<file path="src/rtl/bru_pkg.sv">
`timescale 1ns/1ps
package bru_pkg;
  localparam int unsigned INST_W = 32;

  typedef struct packed {
    logic n;
    logic z;
    logic v;
    logic c;
  } flags_t;

  typedef enum logic [3:0] {
    CC_NEVER = 4'h0, CC_EQ  = 4'h1, CC_LE  = 4'h2, CC_LT  = 4'h3,
    CC_LEU   = 4'h4, CC_CS  = 4'h5, CC_NEG = 4'h6, CC_VS  = 4'h7,
    CC_ALWAYS= 4'h8, CC_NE  = 4'h9, CC_GT  = 4'hA, CC_GE  = 4'hB,
    CC_GTU   = 4'hC, CC_CC  = 4'hD, CC_POS = 4'hE, CC_VC  = 4'hF
  } cond_e;
endpackage

</file>
<file path="src/rtl/bru_cond_eval.sv">
`timescale 1ns/1ps
module bru_cond_eval
  import bru_pkg::*;
(
  input  logic [3:0] cond_i,
  input  flags_t     flags_i,
  output logic       taken_o
);
  logic [7:0] base;

  // lower half; upper half is its bitwise inverse (code 8 = ~never)
  always_comb begin
    base[0] = 1'b0;
    base[1] = flags_i.z;
    base[2] = flags_i.z | (flags_i.n ^ flags_i.v);
    base[3] = flags_i.n ^ flags_i.v;
    base[4] = flags_i.c | flags_i.z;
    base[5] = flags_i.c;
    base[6] = flags_i.n;
    base[7] = flags_i.v;
  end

  assign taken_o = base[cond_i[2:0]] ^ cond_i[3];
endmodule

</file>
<file path="src/rtl/bru_target_calc.sv">
`timescale 1ns/1ps
module bru_target_calc #(
  parameter int unsigned ADDR_W = 32,
  parameter int unsigned DISP_W = 22
) (
  input  logic [ADDR_W-1:0] pc_i,
  input  logic [DISP_W-1:0] disp_i,
  output logic [ADDR_W-1:0] target_o
);
  localparam int unsigned EXT_W = ADDR_W - DISP_W - 2;

  logic [ADDR_W-1:0] offset;

  generate
    if (EXT_W > 0) begin : g_ext
      assign offset = {{EXT_W{disp_i[DISP_W-1]}}, disp_i, 2'b00};
    end else begin : g_noext
      assign offset = {disp_i[ADDR_W-3:0], 2'b00};
    end
  endgenerate

  assign target_o = pc_i + offset;
endmodule

</file>
<file path="src/rtl/bru_next_pc.sv">
`timescale 1ns/1ps
module bru_next_pc #(
  parameter int unsigned ADDR_W = 32
) (
  input  logic [ADDR_W-1:0] pc_i,
  input  logic [ADDR_W-1:0] target_i,
  input  logic              taken_i,
  input  logic              annul_i,
  input  logic              always_i,
  output logic              squash_o,
  output logic [ADDR_W-1:0] pc_nxt_o,
  output logic [ADDR_W-1:0] npc_nxt_o
);
  localparam logic [ADDR_W-1:0] STEP1 = ADDR_W'(4);
  localparam logic [ADDR_W-1:0] STEP2 = ADDR_W'(8);
  localparam logic [ADDR_W-1:0] STEP3 = ADDR_W'(12);

  always_comb begin
    if (!taken_i) begin
      squash_o  = annul_i;
      pc_nxt_o  = annul_i ? pc_i + STEP2 : pc_i + STEP1;
      npc_nxt_o = annul_i ? pc_i + STEP3 : pc_i + STEP2;
    end else if (annul_i && always_i) begin
      squash_o  = 1'b1;
      pc_nxt_o  = target_i;
      npc_nxt_o = target_i + STEP1;
    end else begin
      // taken conditional keeps its slot even with annul set
      squash_o  = 1'b0;
      pc_nxt_o  = pc_i + STEP1;
      npc_nxt_o = target_i;
    end
  end


  always_comb begin
    ba_annul_squash_chk: assert (!(taken_i && annul_i && always_i) || squash_o);
  end
endmodule

</file>
<file path="src/rtl/branch_resolve_unit.sv">
`timescale 1ns/1ps
module branch_resolve_unit
  import bru_pkg::*;
#(
  parameter int unsigned ADDR_W = 32,
  parameter int unsigned DISP_W = 22
) (
  input  logic              clk_i,
  input  logic              rst_ni,
  input  logic              valid_i,
  input  logic [31:0]       inst_i,
  input  logic [3:0]        flags_i,
  output logic              taken_o,
  output logic [ADDR_W-1:0] target_o,
  output logic              squash_o,
  output logic [ADDR_W-1:0] pc_o,
  output logic [ADDR_W-1:0] npc_o,
  output logic              taken_evt_o,
  output logic              squash_evt_o
);
  localparam int unsigned ANNUL_BIT = 29;
  localparam int unsigned COND_LSB  = 25;
  localparam logic [ADDR_W-1:0] RST_NPC = ADDR_W'(4);

  logic [3:0]        cond;
  logic              annul;
  logic              is_always;
  flags_t            flg;
  logic [ADDR_W-1:0] pc_q, npc_q, pc_nxt, npc_nxt;
  logic              taken_evt_q, squash_evt_q;
  logic              unused_bits;

  assign cond        = inst_i[COND_LSB+3:COND_LSB];
  assign annul       = inst_i[ANNUL_BIT];
  assign is_always   = (cond == CC_ALWAYS);
  assign flg         = flags_t'(flags_i);
  assign unused_bits = ^{inst_i[31:30], inst_i[COND_LSB-1:DISP_W]};

  bru_cond_eval u_cond (
    .cond_i  (cond),
    .flags_i (flg),
    .taken_o (taken_o)
  );

  bru_target_calc #(.ADDR_W(ADDR_W), .DISP_W(DISP_W)) u_tgt (
    .pc_i     (pc_q),
    .disp_i   (inst_i[DISP_W-1:0]),
    .target_o (target_o)
  );

  bru_next_pc #(.ADDR_W(ADDR_W)) u_npc (
    .pc_i      (pc_q),
    .target_i  (target_o),
    .taken_i   (taken_o),
    .annul_i   (annul),
    .always_i  (is_always),
    .squash_o  (squash_o),
    .pc_nxt_o  (pc_nxt),
    .npc_nxt_o (npc_nxt)
  );

  always_ff @(posedge clk_i or negedge rst_ni) begin
    if (!rst_ni) begin
      pc_q         <= '0;
      npc_q        <= RST_NPC;
      taken_evt_q  <= 1'b0;
      squash_evt_q <= 1'b0;
    end else begin
      taken_evt_q  <= valid_i & taken_o;
      squash_evt_q <= valid_i & squash_o;
      if (valid_i) begin
        pc_q  <= pc_nxt;
        npc_q <= npc_nxt;
      end
    end
  end

  assign pc_o         = pc_q;
  assign npc_o        = npc_q;
  assign taken_evt_o  = taken_evt_q;
  assign squash_evt_o = squash_evt_q;


  never_always_chk: assert property (@(posedge clk_i) disable iff (!rst_ni)
    (cond[2:0] == 3'd0) |-> (taken_o == cond[3]));


  nt_annul_chk: assert property (@(posedge clk_i) disable iff (!rst_ni)
    (valid_i && !taken_o && annul) |=>
      (pc_o == $past(pc_o) + ADDR_W'(8)) && squash_evt_o);


  nt_plain_chk: assert property (@(posedge clk_i) disable iff (!rst_ni)
    (valid_i && !taken_o && !annul) |=>
      (pc_o == $past(pc_o) + ADDR_W'(4)) && (npc_o == $past(pc_o) + ADDR_W'(8)) && !squash_evt_o);


  ba_annul_chk: assert property (@(posedge clk_i) disable iff (!rst_ni)
    (valid_i && annul && is_always) |=> (pc_o == $past(target_o)) && squash_evt_o);


  taken_slot_chk: assert property (@(posedge clk_i) disable iff (!rst_ni)
    (valid_i && taken_o && !(annul && is_always)) |=>
      (npc_o == $past(target_o)) && !squash_evt_o && taken_evt_o);


  idle_hold_chk: assert property (@(posedge clk_i) disable iff (!rst_ni)
    !valid_i |=> $stable(pc_o) && $stable(npc_o) && !taken_evt_o && !squash_evt_o);
endmodule

</file>
<file path="config.mk">
export PLATFORM = sky130hd
export DESIGN_NAME = branch_resolve_unit
export DESIGN_NICKNAME = d
export VERILOG_FILES = /design/src/rtl/bru_pkg.sv /design/src/rtl/bru_cond_eval.sv /design/src/rtl/bru_target_calc.sv /design/src/rtl/bru_next_pc.sv /design/src/rtl/branch_resolve_unit.sv
export SDC_FILE = /design/constraint.sdc
export NUM_CORES = 1
export LEC_CHECK = 0
export CAP_MARGIN = 30
export CORE_MARGIN = 2
export CORE_UTILIZATION = 58
export DETAILED_ROUTE_END_ITERATION = 12
export PLACE_DENSITY = 0.88
export SLEW_MARGIN = 20
export SYNTH_ARGS = -nofsm -noshare
export SYNTH_HDL_FRONTEND = slang
export SYNTH_SLANG_ARGS = --single-unit
</file>
<file path="constraint.sdc">
create_clock -name clk_i -period 8.4 [get_ports clk_i]
set_input_delay 2.52 -clock clk_i [delete_from_list [all_inputs] [get_ports clk_i]]
set_output_delay 2.52 -clock clk_i [all_outputs]
set_load 0.01 [all_outputs]
</file>
==> metrics.csv, run 1 <==
stage;metric;value;unit
grt;wire length of the first global-routing pass;38900;µm
cts;H-tree depth;3;
timing;Fin Setup TNS;0;ns
cts;CTS clock-pin slew for the worst setup and hold paths;0.05;ns
synth;async set-reset flop share out of synthesis;100;%
synth;Synth Warn #;0;
timing;Final Max Tran Viols;0;
finish;fillcell total;969;
grt;initial antenna violation count;0;
grt;vias in the first global route;7431;
floorplanning;Die Area;13500;µm²
critical_path;crit start category;input pin;
finish;Finished Layout Cells;1252;
floorplanning;Boundary Pins;139;
cts;CTS Buf Count;9;
pwr;Overall Power;3.29;mW
cts;CTS tree;built;
critical_path;FF-to-FF path depth;11;
cts;hold_buf cts;0;
timing;Tmin final;8.23;ns
cts;clock root cell;clkbuf_16;
critical_path;Crit Path Max Fanout;5;
finish;Multi-input gate area;5310;µm²
pwr;Switching Share;48.9;%
floorplanning;Die Wd;116;µm
timing;Worst Slack Setup Final;0.168;ns
place;worst slack at placement;0.162;ns
grt;total routing usage reported by global routing;37.1;%
finish;commonest non-fill, non-tap cell in the layout;clkdlybuf4s50_1;
place;total placed cells including tap cells;1235;
run_status;status;finished clean;
synth;Mapped Cells;980;
floorplanning;# rows;40;
timing;max-slew headroom at the worst pin;40.9;%
routing;DR WL/cell;19.9;µm
cts;clock latency on the worst-skew pair;0.34;ns
timing;Final Skew;0.00658;ns
synth;mapped cell area;7280;µm²
routing;DRC Markers;0;
routing;DR vias/cell;6.54;
pwr;pwr dens;366;nW/µm²
pwr;Clock power frac;10.7;%
grt;grt total ovfl;0;
routing;initial DRC count;1314;
timing;Final Hold Fails;0;
floorplanning;Die H;116;µm
pwr;Net Sw Power;1.61;mW
pwr;combinational share of power;70.0;%
timing;period utilisation layout;98.0;%
place;hpwl dp;17800;µm
critical_path;crit path kind;in2out;
finish;commonest cells after routing, fill and taps aside;clkdlybuf4s50_1, nand2_1, nor2_1, a21oi_1, o21ai_0;
cts;Post-CTS Setup Repair Bufs;0;
synth;register area share after synthesis;21.3;%
finish;layout net count;1155;
critical_path;Critical Path End Type;output pin;
floorplanning;area of the core;12100;µm²
timing;RSZ-0062 raised after global routing;no;
finish;diode count;0;
routing;drt first pass iters;7;
routing;vias post-DR;8193;
synth;dominant synthesized flop cell;dfrtp_1;
cts;Bufs on Longest Clock Path;2;
routing;remaining antenna violation count;0;
timing;f_max;0.121;GHz
place;placed inst area;8670;µm²
pwr;Pleak;3.55;nW
synth;Post-synth EDFFs;0;
grt;largest net degree at the start of global routing;113;
finish;area delta synth->final;23.5;%
finish;fraction of layout cells with a size suffix above 1;8.12;%
synth;synthesized area per cell;7.43;µm²
hold_path;Min-Delay Path Depth;2;
pwr;Max VDD drop;0.209;mV
timing;Final Setup Violations;0;
timing;Worst-Margin Slew;0.887;ns
place;GP Congestion;0.944;
synth;Seq cells post-synth;62;
cts;clock sink count;62;
critical_path;worst path arrival time;5.71;ns
routing;Total Wirelength;24900;µm
synth;Distinct cells, synth;81;
finish;fin area;8980;µm²
place;IO Port Bufs;127;
pwr;Power Internal;1.68;mW
pwr;Seq pwr share;19.3;%
floorplanning;Initial Util;60.1;%
job;Max-cap violations;0;
finish;Register Area;1550;µm²
critical_path;CP required;5.88;ns
hold_path;worst hold path class;reg2reg;
==> cells by family after synthesis <==
kind of cell | count (synthesis) | share of synthesized area [%]
compound gates | 299 | 27.0
xor+xnor | 102 | 12.9
buf+inv | 112 | 6.41
other cells | 1 | 0.0515
flops | 62 | 21.3
simple gates | 355 | 24.1
mux | 13 | 1.94
fa+ha+maj | 36 | 6.29
==> per-stage QoR <==
| step | hold WS, ns | utilization, % |
|---|---|---|
| floorplan | 0.528 | - |
| finish | 0.500 | 74.2 |
| global route | 0.528 | 74.2 |
| detailed placement | 0.487 | 71.6 |
| CTS | 0.502 | 73.8 |
| global placement | 0.487 | 71.6 |
==> critical path, cell delays in order <==
cell	delay [ns]
clkdlybuf4s50_1	0.40
ha_1	0.40
o211ai_1	0.18
o211ai_1	0.29
a21oi_2	0.16
o41ai_4	0.40
o221ai_2	0.21
o31ai_1	0.32
xor2_1	0.25
clkdlybuf4s50_1	0.58
==> Yosys cell counts (6+ instances only) <==
cell type	number	area share, %
dfrtp_1	61	21
o21a_1	9	0.93
a21oi_1	80	5.5
xor2_1	47	5.7
o22ai_1	9	0.77
ha_1	35	6.0
buf_2	6	0.41
buf_4	10	1.0
and3_1	10	0.86
nand4_1	25	2.1
and4_1	10	1.2
nand2_1	117	6.0
a211oi_1	7	0.72
xnor2_1	50	6.0
nand2b_1	8	0.69
a21o_1	11	1.1
nor4_1	6	0.52
inv_1	39	2.0
a31oi_1	10	0.86
o21ai_0	75	5.2
nor2_1	95	4.9
and2_1	7	0.60
mux2_2	9	1.4
clkbuf_1	50	2.6
nand3_1	27	1.9
o21ai_1	6	0.41
o211ai_1	24	2.5
nor3_1	18	1.2
o221ai_1	13	1.6
o31ai_1	9	0.93
==> power by group through the flow <==
| stage | registers (mW) | clock network, mW | logic [mW] |
|---|---|---|---|
| 2_1_floorplan | 0.570 | 0 | 1.33 |
| 3_3_place_gp | 0.623 | 0 | 2.20 |
| 3_5_place_dp | 0.624 | 0 | 2.23 |
| 4_1_cts | 0.622 | 0.349 | 2.25 |
| 5_1_grt | 0.647 | 0.363 | 2.47 |
| 6_report | 0.636 | 0.351 | 2.30 |
==> worst paths after layout <==
check                                      startpoint                    end  slack [ns]
worst max-delay path                        inst_i[4]           target_o[29]        0.17
worst min-delay path            npc_o[23]$_DFFE_PN0P_  npc_o[23]$_DFFE_PN0P_        0.50
worst max register to register   pc_o[10]$_DFFE_PN0P_  npc_o[26]$_DFFE_PN0P_        4.27
worst min register to register  npc_o[23]$_DFFE_PN0P_  npc_o[23]$_DFFE_PN0P_        0.50
max in group asynchronous                      rst_ni  npc_o[14]$_DFFE_PN0P_        5.42
min in group asynchronous                      rst_ni   npc_o[5]$_DFFE_PN0P_        2.34
==> state kept, by name, summed over array words and instances (netlist names) <==
name and count:
npc_o 30, pc_o 30, squash_evt_o 1, taken_evt_o 1
==> metal layers <==
metal	part of all wire [%]	up-vias	routed length [µm]	global-route usage, %
li1	-	3719	-	-
met3	11	111	2790	4.71
met1	40	3769	9980	52.0
met5	0	-	0	0
met4	4.7	0	1180	17.0
met2	44	594	11000	57.3
==> cell type report <==
cell class	instances	area share, %
clock buffers	14	2.94
well taps	168	2.34
clock inverters	1	0.0557
inverters	41	1.71
flip-flops and latches	62	17.3
multi-input cells	811	59.0
repair buffers	155	16.6
==> repair_timing <==
item	CTS	global route
setup endpoints to repair	0	1
gates resized for setup	0	1
endpoints found under the hold margin	0	0
(Power assumes the default switching activity.)
==> inputs of run 2 (changes only) <==
--- a/config.mk
+++ b/config.mk
@@ -9,6 +9,7 @@
 export CORE_MARGIN = 2
 export CORE_UTILIZATION = 58
 export DETAILED_ROUTE_END_ITERATION = 12
+export GPL_TIMING_DRIVEN = 0
 export PLACE_DENSITY = 0.88
 export SLEW_MARGIN = 20
 export SYNTH_ARGS = -nofsm -noshare
==> run 2 against run 1 <==
Against the previous run: first-iteration DRC count is 11% higher; non-clock buffer count up 45; count of clock-buffer cells in the layout fell by 4; core utilization increased by 1.4 points; die area unchanged; register-to-register slack got worse by 0.47 ns; routed wire length rose by 21%; worst hold slack gained 0.0077 ns; sequential cell count is the same; combinational power rose by 6%; critical path depth grew 2; power is 3.0% higher; critical endpoint is now target_o[26]; largest cell class unchanged.
==> metrics.csv, run 2 (synthesized netlist as in run 1, its figures left out) <==
stage;metric;value;unit
run_status;status;finished clean;
timing;max-slew headroom at the worst pin;36.7;%
critical_path;worst-path cell chain;clkdlybuf4s50_1, ha_1, inv_1, fa_1, and2b_2, o31a_4, a31oi_4, a2111oi_2, nor3_1, xor2_1, inv_1, clkdlybuf4s50_1;
timing;Tmin final;8.38;ns
floorplanning;area of the core;12100;µm²
finish;area delta synth->final;25.8;%
finish;Final Util;75.6;%
cts;CTS tree;built;
critical_path;Crit Path Max Fanout;5;
grt;initial antenna violation count;0;
floorplanning;Initial Util;60.1;%
timing;RSZ-0062 raised after global routing;no;
floorplanning;Die H;116;µm
cts;H-tree depth;3;
grt;largest net degree at the start of global routing;33;
critical_path;CP required;5.88;ns
finish;fin area;9160;µm²
timing;Final Hold Fails;0;
finish;Finished Layout Cells;1297;
cts;clock latency on the worst-skew pair;0.34;ns
finish;commonest non-fill, non-tap cell in the layout;clkdlybuf4s50_1;
timing;Final Max Tran Viols;0;
grt;vias in the first global route;8226;
grt;wire length of the first global-routing pass;45100;µm
job;Max-cap violations;0;
pwr;Max VDD drop;0.268;mV
routing;drt first pass iters;8;
cts;clock sink count;62;
timing;period utilisation layout;99.8;%
floorplanning;Boundary Pins;139;
critical_path;CP max-delay cell;clkdlybuf4s50_1;
grt;GR Util met1;58.3;%
floorplanning;Die Area;13500;µm²
pwr;Pleak;3.60;nW
finish;commonest cells after routing, fill and taps aside;clkdlybuf4s50_1, nand2_1, nor2_1, a21oi_1, o21ai_0;
cts;CTS clock-pin slew for the worst setup and hold paths;0.06;ns
cts;CTS Buf Count;9;
finish;Multi-input gate area;5330;µm²
critical_path;crit start category;input pin;
timing;Worst-Margin Slew;0.949;ns
cts;hold_buf cts;0;
cts;clock root cell;clkbuf_16;
floorplanning;Die Wd;116;µm
place;total placed cells including tap cells;1279;
grt;busiest grt layer;met2;
routing;initial DRC count;1459;
timing;Final Setup Violations;0;
timing;f_max;0.119;GHz
routing;DR vias/cell;6.72;
finish;Register Area;1550;µm²
grt;grt total ovfl;0;
critical_path;WP buf/inv;4;
grt;total routing usage reported by global routing;44.8;%
place;placed inst area;8770;µm²
floorplanning;# rows;40;
hold_path;worst hold path class;reg2reg;
cts;Bufs on Longest Clock Path;2;
routing;vias post-DR;8721;
critical_path;Critical Path End Type;output pin;
pwr;pwr dens;370;nW/µm²
critical_path;crit path kind;in2out;
grt;met2 Use GR;68.0;%
routing;DRC Markers;0;
finish;diode count;0;
routing;remaining antenna violation count;0;
finish;fraction of layout cells with a size suffix above 1;7.97;%
place;IO Port Bufs;125;
grt;GR Layer Usage met3;12.6;%
place;hpwl dp;22400;µm
critical_path;Top Family by Delay on Critical Path;buffers and inverters;
timing;Final Skew;0.00924;ns
place;GP Congestion;1.04;
critical_path;worst path arrival time;5.86;ns
critical_path;CP max stage delay;0.55;ns
routing;Total Wirelength;30200;µm
routing;DR WL/cell;23.3;µm
finish;layout net count;1200;
finish;fillcell total;954;
-- run 2: cell count changes in the layout (fill, tap and decap cells not counted), moves of 2 or more --
cell / previous run / this run
clkbuf_2: 0 / 2
clkinv_2: 1 / 3
bufinv_16: 0 / 2
buf_4: 27 / 14
clkbuf_8: 2 / 0
buf_1: 0 / 3
buf_2: 1 / 6
clkbuf_1: 3 / 51
-- run 2: layer usage --
layer	wire length, µm	vias up	part of all wire [%]
met3	3990	187	13
met1	11500	4015	38
met4	2030	0	6.7
met5	0	-	0
met2	12700	707	42
li1	-	3812	-
-- run 2: power breakdown --
group	internal [mW]	switching [mW]
registers	0.416	0.148
logic	1.02	1.41
clock network	0.257	0.142
total	1.69	1.70
-- run 2: cell type report --
cell class,count,share of cell area [%]
clock inverters,5,0.820
inverters,41,1.68
multi-input cells,811,58.2
repair buffers,129,14.1
plain buffers,71,3.43
flip-flops and latches,62,17.0
clock buffers,10,2.50
well taps,168,2.30
-- run 2: timing repair --
item                                    in CTS  in global routing
endpoints found under the setup margin       4                  3
buffers inserted                             1                  2
hold endpoints to repair                     0                  0
pin swaps                                    1                  1
resized for setup                            6                  4
-- run 2: worst register-to-register path, stage by stage, from the launching register on --
cell,delay [ns]
dfrtp_1,0.51
inv_1,0.22
fa_1,0.47
and2b_2,0.29
o31a_4,0.19
xor2_1,0.58
nand3_1,0.29
nor3_2,0.39
nand4_2,0.27
nor3_2,0.46
nand3_1,0.19
xnor2_1,0.38
o221ai_1,0.20
-- run 2: path summary, 6_finish.rpt --
path                                  startpoint                     to  slack [ns]  cells after the start
setup / recovery                       inst_i[0]           target_o[26]        0.02                     12
hold / removal             npc_o[14]$_DFFE_PN0P_  npc_o[14]$_DFFE_PN0P_        0.51                      1
setup reg to reg             pc_o[3]$_DFFE_PN0P_  npc_o[26]$_DFFE_PN0P_        3.80                     12
hold reg to reg            npc_o[14]$_DFFE_PN0P_  npc_o[14]$_DFFE_PN0P_        0.51                      1
max in group asynchronous                 rst_ni   pc_o[21]$_DFFE_PN0P_        5.75                      2
min in group asynchronous                 rst_ni    pc_o[3]$_DFFE_PN0P_        2.11                      1
-- run 2: stage by stage --
| step | hold WS (ns) | worst slack, ns | TNS (ns) | power, mW |
|---|---|---|---|---|
| finish | 0.508 | 0.0157 | 0 | 3.39 |
| CTS | 0.510 | 0.00657 | 0 | 3.28 |
| global placement | 0.488 | -0.188 | -0.219 | 2.80 |
| global route | 0.520 | 0.00419 | 0 | 3.54 |
| floorplan | 0.528 | 1.40 | 0 | 1.90 |
| detailed placement | 0.498 | -0.255 | -0.351 | 2.84 |
==> inputs of run 3 (changes only) <==
--- a/config.mk
+++ b/config.mk
@@ -7,10 +7,10 @@
 export LEC_CHECK = 0
 export CAP_MARGIN = 30
 export CORE_MARGIN = 2
-export CORE_UTILIZATION = 58
+export CORE_UTILIZATION = 50
 export DETAILED_ROUTE_END_ITERATION = 12
 export GPL_TIMING_DRIVEN = 0
-export PLACE_DENSITY = 0.88
+export PLACE_DENSITY = 0.77
 export SLEW_MARGIN = 20
 export SYNTH_ARGS = -nofsm -noshare
 export SYNTH_HDL_FRONTEND = slang
==> run 3 against run 2 <==
Against the previous run: cell count rose by 1.2%; clock power increased by 14%; design area grew 1.1%; via count fell by 1.9%; critical endpoint unchanged; largest power group unchanged.
==> metrics.csv, run 3 (synthesized netlist as in run 1, its figures left out) <==
stage;metric;value;unit
finish;Finished Layout Cells;1313;
finish;commonest cells after routing, fill and taps aside;clkdlybuf4s50_1, nand2_1, nor2_1, a21oi_1, o21ai_0;
critical_path;crit path kind;in2out;
critical_path;Critical R2R Launch;pc_o[3]$_DFFE_PN0P_;
critical_path;Reg2Reg Setup Slack;3.71;ns
hold_path;Min-Delay Path Depth;2;
routing;vias post-DR;8554;
grt;initial antenna violation count;0;
critical_path;crit start category;input pin;
run_status;status;finished clean;
routing;drt first pass iters;6;
pwr;combinational share of power;70.5;%
timing;Final Skew;0.00905;ns
hold_path;Hold Path End;npc_o[27]$_DFFE_PN0P_;
timing;f_max;0.120;GHz
floorplanning;Initial Util;50.6;%
pwr;Clock power frac;13.2;%
pwr;Max VDD drop;0.221;mV
hold_path;worst hold path class;reg2reg;
cts;CTS Buf Count;9;
place;IO Port Bufs;125;
cts;hold_buf cts;0;
floorplanning;Die H;125;µm
timing;period utilisation layout;99.1;%
place;GP Congestion;1.01;
cts;CTS clock-pin slew for the worst setup and hold paths;0.06;ns
place;worst slack at placement;-0.338;ns
timing;Tmin final;8.32;ns
pwr;Power Internal;1.73;mW
routing;Total Wirelength;31000;µm
cts;clock sink count;62;
timing;Final Max Tran Viols;0;
place;total placed cells including tap cells;1295;
grt;wire length of the first global-routing pass;47300;µm
pwr;Seq pwr share;16.3;%
finish;fraction of layout cells with a size suffix above 1;8.50;%
grt;total routing usage reported by global routing;39.1;%
cts;CTS tree;built;
routing;initial DRC count;913;
floorplanning;Die Area;15500;µm²
routing;remaining antenna violation count;0;
timing;max-slew headroom at the worst pin;31.6;%
hold_path;min-delay src;npc_o[27]$_DFFE_PN0P_;
timing;Worst Slack Setup Final;0.0755;ns
cts;Bufs on Longest Clock Path;2;
cts;H-tree depth;3;
grt;largest net degree at the start of global routing;34;
pwr;Switching Share;49.5;%
critical_path;FF-to-FF path depth;12;
finish;layout net count;1199;
finish;commonest non-fill, non-tap cell in the layout;clkdlybuf4s50_1;
finish;area delta synth->final;27.2;%
cts;clock latency on the worst-skew pair;0.35;ns
job;Max-cap violations;0;
floorplanning;Die Wd;125;µm
pwr;Net Sw Power;1.70;mW
floorplanning;Boundary Pins;139;
critical_path;worst path arrival time;5.80;ns
critical_path;FF-to-FF End;npc_o[26]$_DFFE_PN0P_;
grt;vias in the first global route;8118;
pwr;Pleak;3.63;nW
floorplanning;# rows;44;
routing;DR vias/cell;6.51;
floorplanning;area of the core;14400;µm²
timing;RSZ-0062 raised after global routing;yes;
routing;DR WL/cell;23.6;µm
cts;clock root cell;clkbuf_16;
finish;diode count;0;
pwr;pwr dens;371;nW/µm²
critical_path;Critical Path End Type;output pin;
critical_path;CP required;5.88;ns
routing;DRC Markers;0;
timing;Final Hold Fails;0;
timing;Worst-Margin Slew;1.02;ns
place;hpwl dp;23200;µm
critical_path;Crit Path Max Fanout;5;
grt;grt total ovfl;0;
timing;Final Setup Violations;0;
-- run 3: cell count changes in the layout (fill, tap and decap cells not counted), sizes merged --
cell / change
buf: -1
clkinv: -1
bufinv: +1
inv: +1
-- run 3: how the worst max path moves through the flow --
stage                         start      endpoint
after floorplan           inst_i[4]  target_o[29]
after global placement    inst_i[4]  target_o[29]
after detailed placement  inst_i[4]  target_o[29]
after CTS                 inst_i[4]  target_o[29]
after global routing      inst_i[0]  target_o[26]
final                     inst_i[0]  target_o[26]
-- run 3: per-layer routing --
metal  wire length, µm  up-vias  share of wire [%]  track usage, %
met5                 0        -                  0               0
met4              1390        0                4.5            16.4
met3              3710      134                 12            10.4
met2             13600      621                 44            59.3
met1             12400     3998                 40            52.8
li1                  -     3801                  -               -
-- run 3: through the flow --
stage | TNS [ns] | utilization (%) | hold WS, ns | area [µm²] | power (mW)
finish | 0 | 64.4 | 0.510 | 9250 | 3.44
global placement | -0.563 | 61.1 | 0.487 | 8780 | 2.84
global route | -0.118 | 64.4 | 0.530 | 9250 | 3.61
detailed placement | -0.592 | 61.2 | 0.495 | 8790 | 2.86
floorplan | 0 | - | 0.528 | 7300 | 1.90
CTS | 0 | 63.9 | 0.509 | 9180 | 3.34
-- run 3: layout make-up --
type,count,area [µm²]
Multi-Input combinational cell,811,5370
Fill cell,1329,5110
Sequential cell,62,1550
Timing Repair Buffer,128,1280
Buffer,71,314
Clock buffer,10,239
Tap cell,184,230
Inverter,41,154
Clock inverter,6,109
-- run 3: power by group through the flow --
| stage | Clock [mW] | Combinational [mW] | Sequential, mW |
|---|---|---|---|
| 2_1_floorplan | 0 | 1.33 | 0.570 |
| 3_3_place_gp | 0 | 2.28 | 0.554 |
| 3_5_place_dp | 0 | 2.31 | 0.556 |
| 4_1_cts | 0.451 | 2.34 | 0.552 |
| 5_1_grt | 0.465 | 2.58 | 0.571 |
| 6_report | 0.453 | 2.42 | 0.559 |
-- run 3: worst max-delay path, stage by stage --
cell             delay (ns)
clkdlybuf4s50_1        0.46
ha_1                   0.19
inv_1                  0.06
fa_1                   0.41
and2b_1                0.25
o31a_4                 0.21
a31oi_4                0.16
a2111oi_2              0.43
nor3_1                 0.15
xor2_2                 0.20
inv_1                  0.19
clkdlybuf4s50_1        0.56
-- run 3: repair_timing --
action,4_1_cts,5_1_grt
gates resized for setup,4,15
pin swaps,1,1
buffers inserted,1,1
endpoints found under the setup margin,5,8
